===== config.mk =====
export PLATFORM = sky130hd
export DESIGN_NAME = qslot_table
export DESIGN_NICKNAME = d
export VERILOG_FILES = /design/src/rtl/qslot_pkg.sv /design/src/rtl/qslot_pick.sv /design/src/rtl/qslot_entry.sv /design/src/rtl/qslot_table.sv
export SDC_FILE = /design/constraint.sdc
export NUM_CORES = 1
export LEC_CHECK = 0
export BUFFER_PORTS_ARGS = -buffer_cell sky130_fd_sc_hd__buf_2
export CAP_MARGIN = 20
export CORE_AREA = 2 2 170 172
export DETAILED_ROUTE_END_ITERATION = 8
export DIE_AREA = 0 0 172 174
export PLACE_DENSITY_LB_ADDON = 0.05
export SYNTH_ARGS = -nofsm -noshare
export SYNTH_HDL_FRONTEND = slang
export SYNTH_HIERARCHICAL = 1
export SYNTH_SLANG_ARGS = --single-unit

===== constraint.sdc =====
create_clock -name clk -period 3.3 [get_ports clk]
set_clock_uncertainty 0.2 [all_clocks]
set_input_delay 0.165 -clock clk [delete_from_list [all_inputs] [get_ports clk]]
set_output_delay 0.165 -clock clk [all_outputs]
set_load 0.03 [all_outputs]

===== src/rtl/qslot_pkg.sv =====
package qslot_pkg;

   typedef enum logic [1:0] {
      OP_ATTACH = 2'd0,
      OP_DETACH = 2'd1,
      OP_KICK   = 2'd2,
      OP_RSVD   = 2'd3
   } qslot_op_e;

   function automatic int idx_width(input int n);
      return (n > 1) ? $clog2(n) : 1;
   endfunction

endpackage


===== src/rtl/qslot_pick.sv =====
module qslot_pick #(
   parameter int N    = 2,
   parameter int IW   = 1
) (
   input  logic [N-1:0]  vec_i,
   output logic          found_o,
   output logic [IW-1:0] idx_o
);

   if (N < 1) begin : g_bad_n
      $error("qslot_pick: N must be at least 1");
   end
   if (IW < 1 || (N > 1 && (1 << IW) < N)) begin : g_bad_iw
      $error("qslot_pick: IW too narrow for N");
   end

   assign found_o = |vec_i;

   if (N == 2) begin : g_pair
      assign idx_o = vec_i[0] ? IW'(0) : IW'(1);
   end else begin : g_scan
      always_comb begin
         idx_o = '0;
         for (int i = N - 1; i >= 0; i--) begin
            if (vec_i[i]) idx_o = IW'(i);
         end
      end
   end

endmodule


===== src/rtl/qslot_entry.sv =====
module qslot_entry #(
   parameter int DB_W   = 16,
   parameter int ADDR_W = 48,
   parameter int SIZE_W = 6
) (
   input  logic              clk,
   input  logic              rst_n,
   input  logic              set_i,
   input  logic              clr_i,
   input  logic              flush_i,
   input  logic [DB_W-1:0]   db_i,
   input  logic [ADDR_W-1:0] base_i,
   input  logic [SIZE_W-1:0] size_i,
   input  logic [ADDR_W-1:0] wb_i,
   input  logic [DB_W-1:0]   probe_db_i,
   output logic              busy_o,
   output logic [DB_W-1:0]   db_o,
   output logic [ADDR_W-1:0] base_o,
   output logic [SIZE_W-1:0] size_o,
   output logic [ADDR_W-1:0] wb_o,
   output logic              hit_o
);

   logic              busy_q;
   logic [DB_W-1:0]   db_q;
   logic [ADDR_W-1:0] base_q;
   logic [SIZE_W-1:0] size_q;
   logic [ADDR_W-1:0] wb_q;

   always_ff @(posedge clk or negedge rst_n) begin
      if (!rst_n) begin
         busy_q <= 1'b0;
      end else if (flush_i) begin
         busy_q <= 1'b0;
      end else if (set_i) begin
         busy_q <= 1'b1;
      end else if (clr_i) begin
         busy_q <= 1'b0;
      end
   end

   always_ff @(posedge clk or negedge rst_n) begin
      if (!rst_n) begin
         db_q   <= '0;
         base_q <= '0;
         size_q <= '0;
         wb_q   <= '0;
      end else if (set_i && !flush_i) begin
         db_q   <= db_i;
         base_q <= base_i;
         size_q <= size_i;
         wb_q   <= wb_i;
      end
   end

   assign busy_o = busy_q;
   assign db_o   = db_q;
   assign base_o = base_q;
   assign size_o = size_q;
   assign wb_o   = wb_q;
   assign hit_o  = busy_q && (db_q == probe_db_i);

   // only a free slot is ever filled
   a_r2_fill_only_free: assert property (@(posedge clk) disable iff (!rst_n)
      set_i |-> !busy_q);

   // a fill captures the request fields
   a_r2_fill_loads: assert property (@(posedge clk) disable iff (!rst_n)
      (set_i && !flush_i) |=> (busy_q && db_q == $past(db_i) && base_q == $past(base_i)));

   // only a held slot is released
   a_r4_clear_only_busy: assert property (@(posedge clk) disable iff (!rst_n)
      clr_i |-> busy_q);

   // flush leaves the slot free
   a_r9_flush_frees: assert property (@(posedge clk) disable iff (!rst_n)
      flush_i |=> !busy_q);

endmodule


===== src/rtl/qslot_table.sv =====
module qslot_table
   import qslot_pkg::*;
#(
   parameter int NUM_SLOTS = 2,
   parameter int DB_W      = 16,
   parameter int ADDR_W    = 48,
   parameter int SIZE_W    = 6,
   parameter int PTR_W     = 32,
   localparam int IDX_W    = idx_width(NUM_SLOTS)
) (
   input  logic                        clk,
   input  logic                        rst_n,
   input  logic                        flush_all,
   input  logic                        req_valid,
   output logic                        req_ready,
   input  logic [1:0]                  req_op,
   input  logic [DB_W-1:0]             req_doorbell,
   input  logic [ADDR_W-1:0]           req_ring_base,
   input  logic [SIZE_W-1:0]           req_ring_size,
   input  logic [ADDR_W-1:0]           req_wb_addr,
   input  logic [PTR_W-1:0]            req_wptr,
   output logic                        rsp_done,
   output logic                        rsp_err_nofree,
   output logic                        rsp_err_nomatch,
   output logic [IDX_W-1:0]            rsp_slot,
   output logic                        start_valid,
   output logic [IDX_W-1:0]            start_slot,
   output logic [PTR_W-1:0]            start_wptr,
   output logic [NUM_SLOTS-1:0]        slot_busy,
   output logic [NUM_SLOTS*DB_W-1:0]   slot_doorbell,
   output logic [NUM_SLOTS*ADDR_W-1:0] slot_ring_base,
   output logic [NUM_SLOTS*SIZE_W-1:0] slot_ring_size,
   output logic [NUM_SLOTS*ADDR_W-1:0] slot_wb_addr
);

   if (NUM_SLOTS < 1) begin : g_bad_slots
      $error("qslot_table: NUM_SLOTS must be at least 1");
   end
   if (DB_W < 1 || ADDR_W < 1 || SIZE_W < 1 || PTR_W < 1) begin : g_bad_width
      $error("qslot_table: field widths must be positive");
   end

   logic                 accept;
   logic                 op_attach, op_detach, op_kick;
   logic [NUM_SLOTS-1:0] busy_vec, free_vec, hit_vec, set_vec, clr_vec;
   logic                 free_found, hit_found;
   logic [IDX_W-1:0]     free_idx, hit_idx;

   assign req_ready = !flush_all;
   assign accept    = req_valid && req_ready;
   assign op_attach = (req_op == OP_ATTACH);
   assign op_detach = (req_op == OP_DETACH);
   assign op_kick   = (req_op == OP_KICK);

   for (genvar s = 0; s < NUM_SLOTS; s++) begin : g_slot
      assign set_vec[s] = accept && op_attach && free_found && (free_idx == IDX_W'(s));
      assign clr_vec[s] = accept && op_detach && hit_found  && (hit_idx  == IDX_W'(s));

      qslot_entry #(
         .DB_W   (DB_W),
         .ADDR_W (ADDR_W),
         .SIZE_W (SIZE_W)
      ) i_entry (
         .clk        (clk),
         .rst_n      (rst_n),
         .set_i      (set_vec[s]),
         .clr_i      (clr_vec[s]),
         .flush_i    (flush_all),
         .db_i       (req_doorbell),
         .base_i     (req_ring_base),
         .size_i     (req_ring_size),
         .wb_i       (req_wb_addr),
         .probe_db_i (req_doorbell),
         .busy_o     (busy_vec[s]),
         .db_o       (slot_doorbell [s*DB_W   +: DB_W]),
         .base_o     (slot_ring_base[s*ADDR_W +: ADDR_W]),
         .size_o     (slot_ring_size[s*SIZE_W +: SIZE_W]),
         .wb_o       (slot_wb_addr  [s*ADDR_W +: ADDR_W]),
         .hit_o      (hit_vec[s])
      );
   end

   assign free_vec  = ~busy_vec;
   assign slot_busy = busy_vec;

   qslot_pick #(.N(NUM_SLOTS), .IW(IDX_W)) i_pick_free (
      .vec_i   (free_vec),
      .found_o (free_found),
      .idx_o   (free_idx)
   );

   qslot_pick #(.N(NUM_SLOTS), .IW(IDX_W)) i_pick_hit (
      .vec_i   (hit_vec),
      .found_o (hit_found),
      .idx_o   (hit_idx)
   );

   always_ff @(posedge clk or negedge rst_n) begin
      if (!rst_n) begin
         rsp_done        <= 1'b0;
         rsp_err_nofree  <= 1'b0;
         rsp_err_nomatch <= 1'b0;
         rsp_slot        <= '0;
         start_valid     <= 1'b0;
         start_slot      <= '0;
         start_wptr      <= '0;
      end else begin
         rsp_done        <= accept;
         rsp_err_nofree  <= accept && op_attach && !free_found;
         rsp_err_nomatch <= accept && (op_detach || op_kick) && !hit_found;
         start_valid     <= accept && op_kick && hit_found;
         if (accept) begin
            if (op_attach && free_found) begin
               rsp_slot <= free_idx;
            end else if ((op_detach || op_kick) && hit_found) begin
               rsp_slot <= hit_idx;
            end else begin
               rsp_slot <= '0;
            end
         end
         if (accept && op_kick && hit_found) begin
            start_slot <= hit_idx;
            start_wptr <= req_wptr;
         end
      end
   end

   // one done pulse per accepted request
   a_r8_done_after_accept: assert property (@(posedge clk) disable iff (!rst_n)
      accept |=> rsp_done);
   a_r8_no_spurious_done: assert property (@(posedge clk) disable iff (!rst_n)
      !accept |=> !rsp_done);
   a_r8_err_with_done: assert property (@(posedge clk) disable iff (!rst_n)
      (rsp_err_nofree || rsp_err_nomatch) |-> rsp_done);
   a_r8_err_exclusive: assert property (@(posedge clk) disable iff (!rst_n)
      $onehot0({rsp_err_nofree, rsp_err_nomatch}));

   // a full table rejects an attach and keeps its state
   a_r3_full_rejects: assert property (@(posedge clk) disable iff (!rst_n)
      (accept && op_attach && (&busy_vec)) |=> (rsp_err_nofree && $stable(slot_busy)
         && $stable(slot_doorbell)));

   // a detach miss keeps every slot
   a_r5_miss_keeps: assert property (@(posedge clk) disable iff (!rst_n)
      (accept && op_detach && !(|hit_vec)) |=> (rsp_err_nomatch && $stable(slot_busy)));

   // a start pulse only for a clean kick of a held slot, one cycle long
   a_r6_start_clean: assert property (@(posedge clk) disable iff (!rst_n)
      start_valid |-> (rsp_done && !rsp_err_nomatch && slot_busy[start_slot]));
   a_r6_start_single: assert property (@(posedge clk) disable iff (!rst_n)
      (start_valid && !accept) |=> !start_valid);

   // a kick miss starts nothing
   a_r7_miss_no_start: assert property (@(posedge clk) disable iff (!rst_n)
      (accept && op_kick && !(|hit_vec)) |=> (rsp_err_nomatch && !start_valid));

   // all slots free after a flush
   a_r9_flush_all_free: assert property (@(posedge clk) disable iff (!rst_n)
      flush_all |=> (slot_busy == '0));

   // the reserved code has no effect beyond the done pulse
   a_r10_reserved_inert: assert property (@(posedge clk) disable iff (!rst_n)
      (accept && req_op == OP_RSVD) |=> (rsp_done && !rsp_err_nofree && !rsp_err_nomatch
         && !start_valid && $stable(slot_busy)));

endmodule


After elaboration in Yosys (flattened, before gate mapping):

Cells that the tools add are included.

* bits in registers: 276
* output and inout port bits: 277
* logic and storage cells: 61

* eq/ne operators: 4
* mux-type cells: 10
* bitwise operators: 1
* reduce and logical (&&, ||, !) cells: 29

Operator list (number)
* $eq A16 B16 Y1: 2
* $logic_and A1 B1 Y1: 20
* $mux W1: 10
* $reduce_bool A3 Y1: 2
* $reduce_or A2 Y1: 2
* $logic_not A1 Y1: 3
* $eq A2 B1 Y1 const B: 1
* $eq A2 B2 Y1 const B: 1
* $logic_not A2 Y1: 1
* $not A2 Y2: 1
* $logic_or A1 B1 Y1: 1

Depth between registers and ports, before layout:

* depth in word-level cells: 8
* depth in mapped cells: 10
* mapped depth without buffers: 10

Modules after synthesis:

The synthesis kept the hierarchy.

By module, submodules not included
* qslot_entry: times used 2, cells each 276, area an instance 4673.2 µm², seq. area each 2977.9 µm²
* qslot_table: times used 1, cells each 100, area an instance 1632.8 µm², seq. area each 950.9 µm²
* qslot_pick: times used 2, cells each 2, area an instance 10.0 µm², seq. area each 0.0 µm²

Worst setup path after synthesis:

OpenSTA, ideal clock, no wires.

* kind: register to register
* from: register g_slot[0].i_entry.db_q[11]
* to: register start_wptr[10]
* arrival: 2.113 ns
* data required time: 2.975 ns
* path slack: 0.861 ns
* stages on the path, launching flop included: 9
* path buffers: 1
* period minus slack after synthesis: 2.439 ns
* cells stage by stage: dfrtp_1 xor2_1 nor4_1 nand4_1 nor4_1 or2_1 nand3_4 buf_6 mux2_4

* longest elaborated chain between the ends: 4

RTL lines
* start: declaration: RTL line qslot_entry.sv:25 `logic [DB_W-1:0] db_q;`
* start signal: assignment: RTL line qslot_entry.sv:49 `db_q <= db_i;`
* $eq A16 B16 Y1: RTL line qslot_entry.sv:61 `assign hit_o = busy_q && (db_q == probe_db_i);`
* $logic_and A1 B1 Y1: RTL line qslot_entry.sv:61
* named net hit_vec[0]: RTL line qslot_table.sv:45 `logic [NUM_SLOTS-1:0] busy_vec, free_vec, hit_vec, set_vec, clr_vec;`
* $reduce_or A2 Y1: RTL line qslot_pick.sv:17 `assign found_o = |vec_i;`
* named net hit_found: RTL line qslot_table.sv:46 `logic free_found, hit_found;`
* $logic_and A1 B1 Y1: RTL line qslot_table.sv:121 `if (accept && op_kick && hit_found) begin`
* end signal: assignment: RTL line qslot_table.sv:123 `start_wptr <= req_wptr;`
* end: declaration: RTL line qslot_table.sv:28 `output logic [PTR_W-1:0] start_wptr,`

The timed path passes the listed nets, and every way through them passes these cells.
A chain may end at the register's enable or synchronous reset.

Worst setup path after layout:

* from: register g_slot[1].i_entry.db_q[11]
* to: register start_wptr[8]

* longest elaborated chain between the ends: 4

RTL lines (RTL line)
* start: declaration: qslot_entry.sv:25
* start signal: assignment: qslot_entry.sv:49
* $eq A16 B16 Y1: qslot_entry.sv:61
* $logic_and A1 B1 Y1: qslot_entry.sv:61
* named net hit_vec[1]: qslot_table.sv:45
* $reduce_or A2 Y1: qslot_pick.sv:17
* named net hit_found: qslot_table.sv:46
* $logic_and A1 B1 Y1: qslot_table.sv:121

The timed path passes the listed nets, and every way through them passes these cells.

==> summary.txt <==
Power
  • Clock network power share: 36.9%
  • Combinational share of power: 22.8%
  • Internal: 7.000 mW
  • Sequential power share: 40.2%
  • Switching power: 3.005 mW
  • VDD IR max: 0.5507 mV
  • Power density over the cells: 612.9 nW/um^2
  • Leak: 8.610 nW
  • Sw Share: 30.03%

Run
  • Max-Cap Viols: 0

Worst setup path
  • Crit Path Max Fanout: 34
  • Crit-path max cell delay: 0.49 ns
  • Worst path slowest cell: nor4_1
  • Cell mode on critical path: nor4_1
  • Worst Path Required: 3.53 ns
  • Worst EP arrival: 3.02 ns
  • Setup CP Type: reg2reg
  • R2r setup slk: 0.51 ns
  • Setup crit end kind: flip-flop
  • Cells along the critical path: xor2_1 > nor4_1 > nand4_1 > nor4_1 > or2_1 > nand3_4 > buf_4 > mux2_4
  • CP Launch Type: flip-flop

Routing
  • Via count: 7652
  • DR WL/cell: 18.17 um
  • Iter 0 DRT Violations: 247
  • M1 WL: 11410 um
  • DRT Pass-1 Iters: 4
  • Final antenna-violating net count: 0
  • Metal2 WL: 15000 um
  • Uppermost layer routed: met4
  • Vias per cell: 4.593
  • Met3 wire len: 2843 um
  • DRC Markers: 0
  • Final WL: 30270 um

Clocking
  • Clock Tree Buf Depth: 3
  • CTS H-tree lvls: 1
  • Clk sink count: 276
  • Setup Fix Bufs, Post-CTS: 0
  • CTS clock-pin slew for the worst setup and hold paths: 0.06 ns
  • Number of buffers created by CTS: 31
  • Clock insertion delay at the later pin of the skew report: 0.55 ns
  • Resize count post-CTS: 0
  • Clock Tree Root: clkbuf_16
  • CTS tree: done

STA
  • Setup slack after layout: 0.5092 ns
  • Worst slew pin tran: 0.6172 ns
  • Slew HR: 58.85%
  • Tcrit/Tclk final: 84.57%
  • RSZ-0062 raised after global routing: no
  • Final Max Slew Viols: 0
  • Final Setup Violations: 0
  • Count of final hold-check violations: 0
  • Tmin final: 2.791 ns
  • Max Freq: 0.3583 GHz
  • Post-route setup TNS: 0 ns

Yosys
  • Post-synth EDFFs: 0
  • Mapped Area: 11000 um^2
  • Syn avg cell area: 16.77 um^2
  • Ys async rst share: 100.0%
  • Post-synth top flop: dfrtp_1
  • Synth unique cells: 24
  • Synthesized instance count: 656
  • Synth warnings: 6
  • #FFs+latches synth: 276
  • Seq/Total Area, Yosys: 62.79%
  • Synth Net Count: 815

Die
  • Core Box Area: 28240 um^2
  • Die area: 29930 um^2
  • I/O pin count: 433
  • Die W: 172 um
  • Num rows: 62
  • Die H: 174 um
  • Initial Util: 38.95%

Cells and area
  • Multi-input gate area: 3829 um^2
  • ANT cells: 0
  • Filler cells: 2399
  • Post-Layout Cell Count: 1666
  • # nets final: 1419
  • Area growth from synthesis to layout: 48.40%
  • Layout cells sized above 1: 59.98%
  • Sequential cell area: 6907 um^2

Hold path
  • Hold/Removal Path Class: in2reg

Global routing
  • GRT Util Overall: 19.87%
  • Vias in the first global route: 8258
  • Largest net degree at the start of global routing: 91
  • GRT Residual Overflow: 0
  • Global-route wire length before repair: 46710 um
  • Initial antenna violation count: 0

Placed design
  • Pre-CTS setup slack: 0.5789 ns
  • Placed Cells incl. Taps: 1453
  • GP Congestion: 0.7491
  • Post-DP HPWL: 20720 um
  • Buffers on Ports: 432

Run status
  • Status: finished, final reports clean
kinds of logic (layout without fill, tap and decap cells):
kind of cell	Yosys count	in the layout	synth area share [%]
adders and majority gates	3	3	0.3413
xor gates and xnor gates	32	32	2.548
DFF	276	276	62.79
AOI/OAI and AO/OA	2	2	0.09101
buffers and inverters	42	668	2.400
and+or+nand+nor	32	32	1.934
muxes	269	269	29.89
power by group through the flow:
| stage | combinational, mW | clock, mW | sequential, mW |
|---|---|---|---|
| 2_1_floorplan | 0.486 | 0 | 4.93 |
| 3_3_place_gp | 2.14 | 0 | 4.07 |
| 4_1_cts | 2.31 | 3.80 | 4.03 |
| 3_5_place_dp | 2.14 | 0 | 4.08 |
| 6_report | 2.28 | 3.69 | 4.03 |
| 5_1_grt | 2.41 | 3.95 | 4.08 |
synth_stat cells (all sizes together), types with 3 or more instances:
master / count / share of area, %
ha: 3 / 0.34
xnor2: 24 / 1.9
dfrtp: 276 / 63
nand3: 3 / 0.25
nor2: 4 / 0.14
nand2: 4 / 0.14
mux2: 269 / 30
xor2: 8 / 0.64
nor4: 4 / 0.23
nand4: 6 / 0.34
inv: 12 / 0.41
buf: 29 / 1.9
layout by cell type (no fill, tap or decap), types with 3 or more instances in the layout:
cell type and count:
nand2_1 4, nand4_1 6, clkbuf_16 31, buf_2 431, mux2_2 200, clkbuf_8 10
clkbuf_1 3, dfrtp_1 276, nor2_1 4, buf_12 8, inv_1 12, clkinv_2 5
xor2_1 8, bufinv_16 5, nor4_1 4, ha_1 3, dlygate4sd3_1 157, xnor2_1 24
mux2_4 69
routing by layer:
layer	GRT usage, %	vias to the layer above
met5	0	-
met4	6.443	0
met3	6.967	48
met2	34.42	295
met1	22.85	3791
li1	-	3518
path summary, 6_finish.rpt:
path                                              start                      endpoint  cells after the start
max in group asynchronous                         rst_n  g_slot[0].i_entry/base_o[10]                      4
min reg2reg                g_slot[1].i_entry/base_o[16]  g_slot[1].i_entry/base_o[16]                      1
max                          g_slot[1].i_entry/db_o[11]                 start_wptr[8]                      8
min in group asynchronous                         rst_n  g_slot[1].i_entry/base_o[28]                      3
min                                         req_wptr[2]                 start_wptr[2]                      3
max reg2reg                  g_slot[1].i_entry/db_o[11]                 start_wptr[8]                      8
sequential cells by signal (all words and copies together), names as in the netlist:
name	flops
g_slot.i_entry/size_o	12
rsp_slot	1
rsp_err_nofree	1
start_slot	1
rsp_err_nomatch	1
g_slot.i_entry/busy_o	2
g_slot.i_entry/wb_o	96
start_wptr	32
start_valid	1
rsp_done	1
g_slot.i_entry/base_o	96
g_slot.i_entry/db_o	32
area by class of cell:
class	count	share of cell area (%)
Sequential cell	276	42.31
Clock buffer	44	5.665
Timing Repair Buffer	600	24.18
Inverter	13	0.3066
Multi-Input combinational cell	338	23.46
Tap cell	384	2.943
Clock inverter	11	1.142
stage by stage:
step | instance area, um^2 | hold WS (ns) | power (mW) | utilization (%)
finish | 16320 | 0.1730 | 10.00 | 57.81
global route | 16320 | 0.1697 | 10.44 | 57.81
CTS | 16320 | 0.1557 | 10.13 | 57.81
detailed placement | 13610 | -0.04205 | 6.224 | 48.21
global placement | 13610 | -0.02852 | 6.205 | 48.21
floorplan | 11000 | -0.3306 | 5.417 | -
timing repair:
action                                 CTS  global route
setup endpoints to repair                0             0
hold buffers                           158             0
endpoints found under the hold margin  505             0
critical path, delay by kind of cell, from the launching register on:
kind	cells	cell delay, ns
xor gates and xnor gates	1	0.14
DFF	1	0.39
muxes	1	0.37
buffers and inverters	1	0.31
and+or+nand+nor	5	1.21
(Power assumes the default switching activity.)
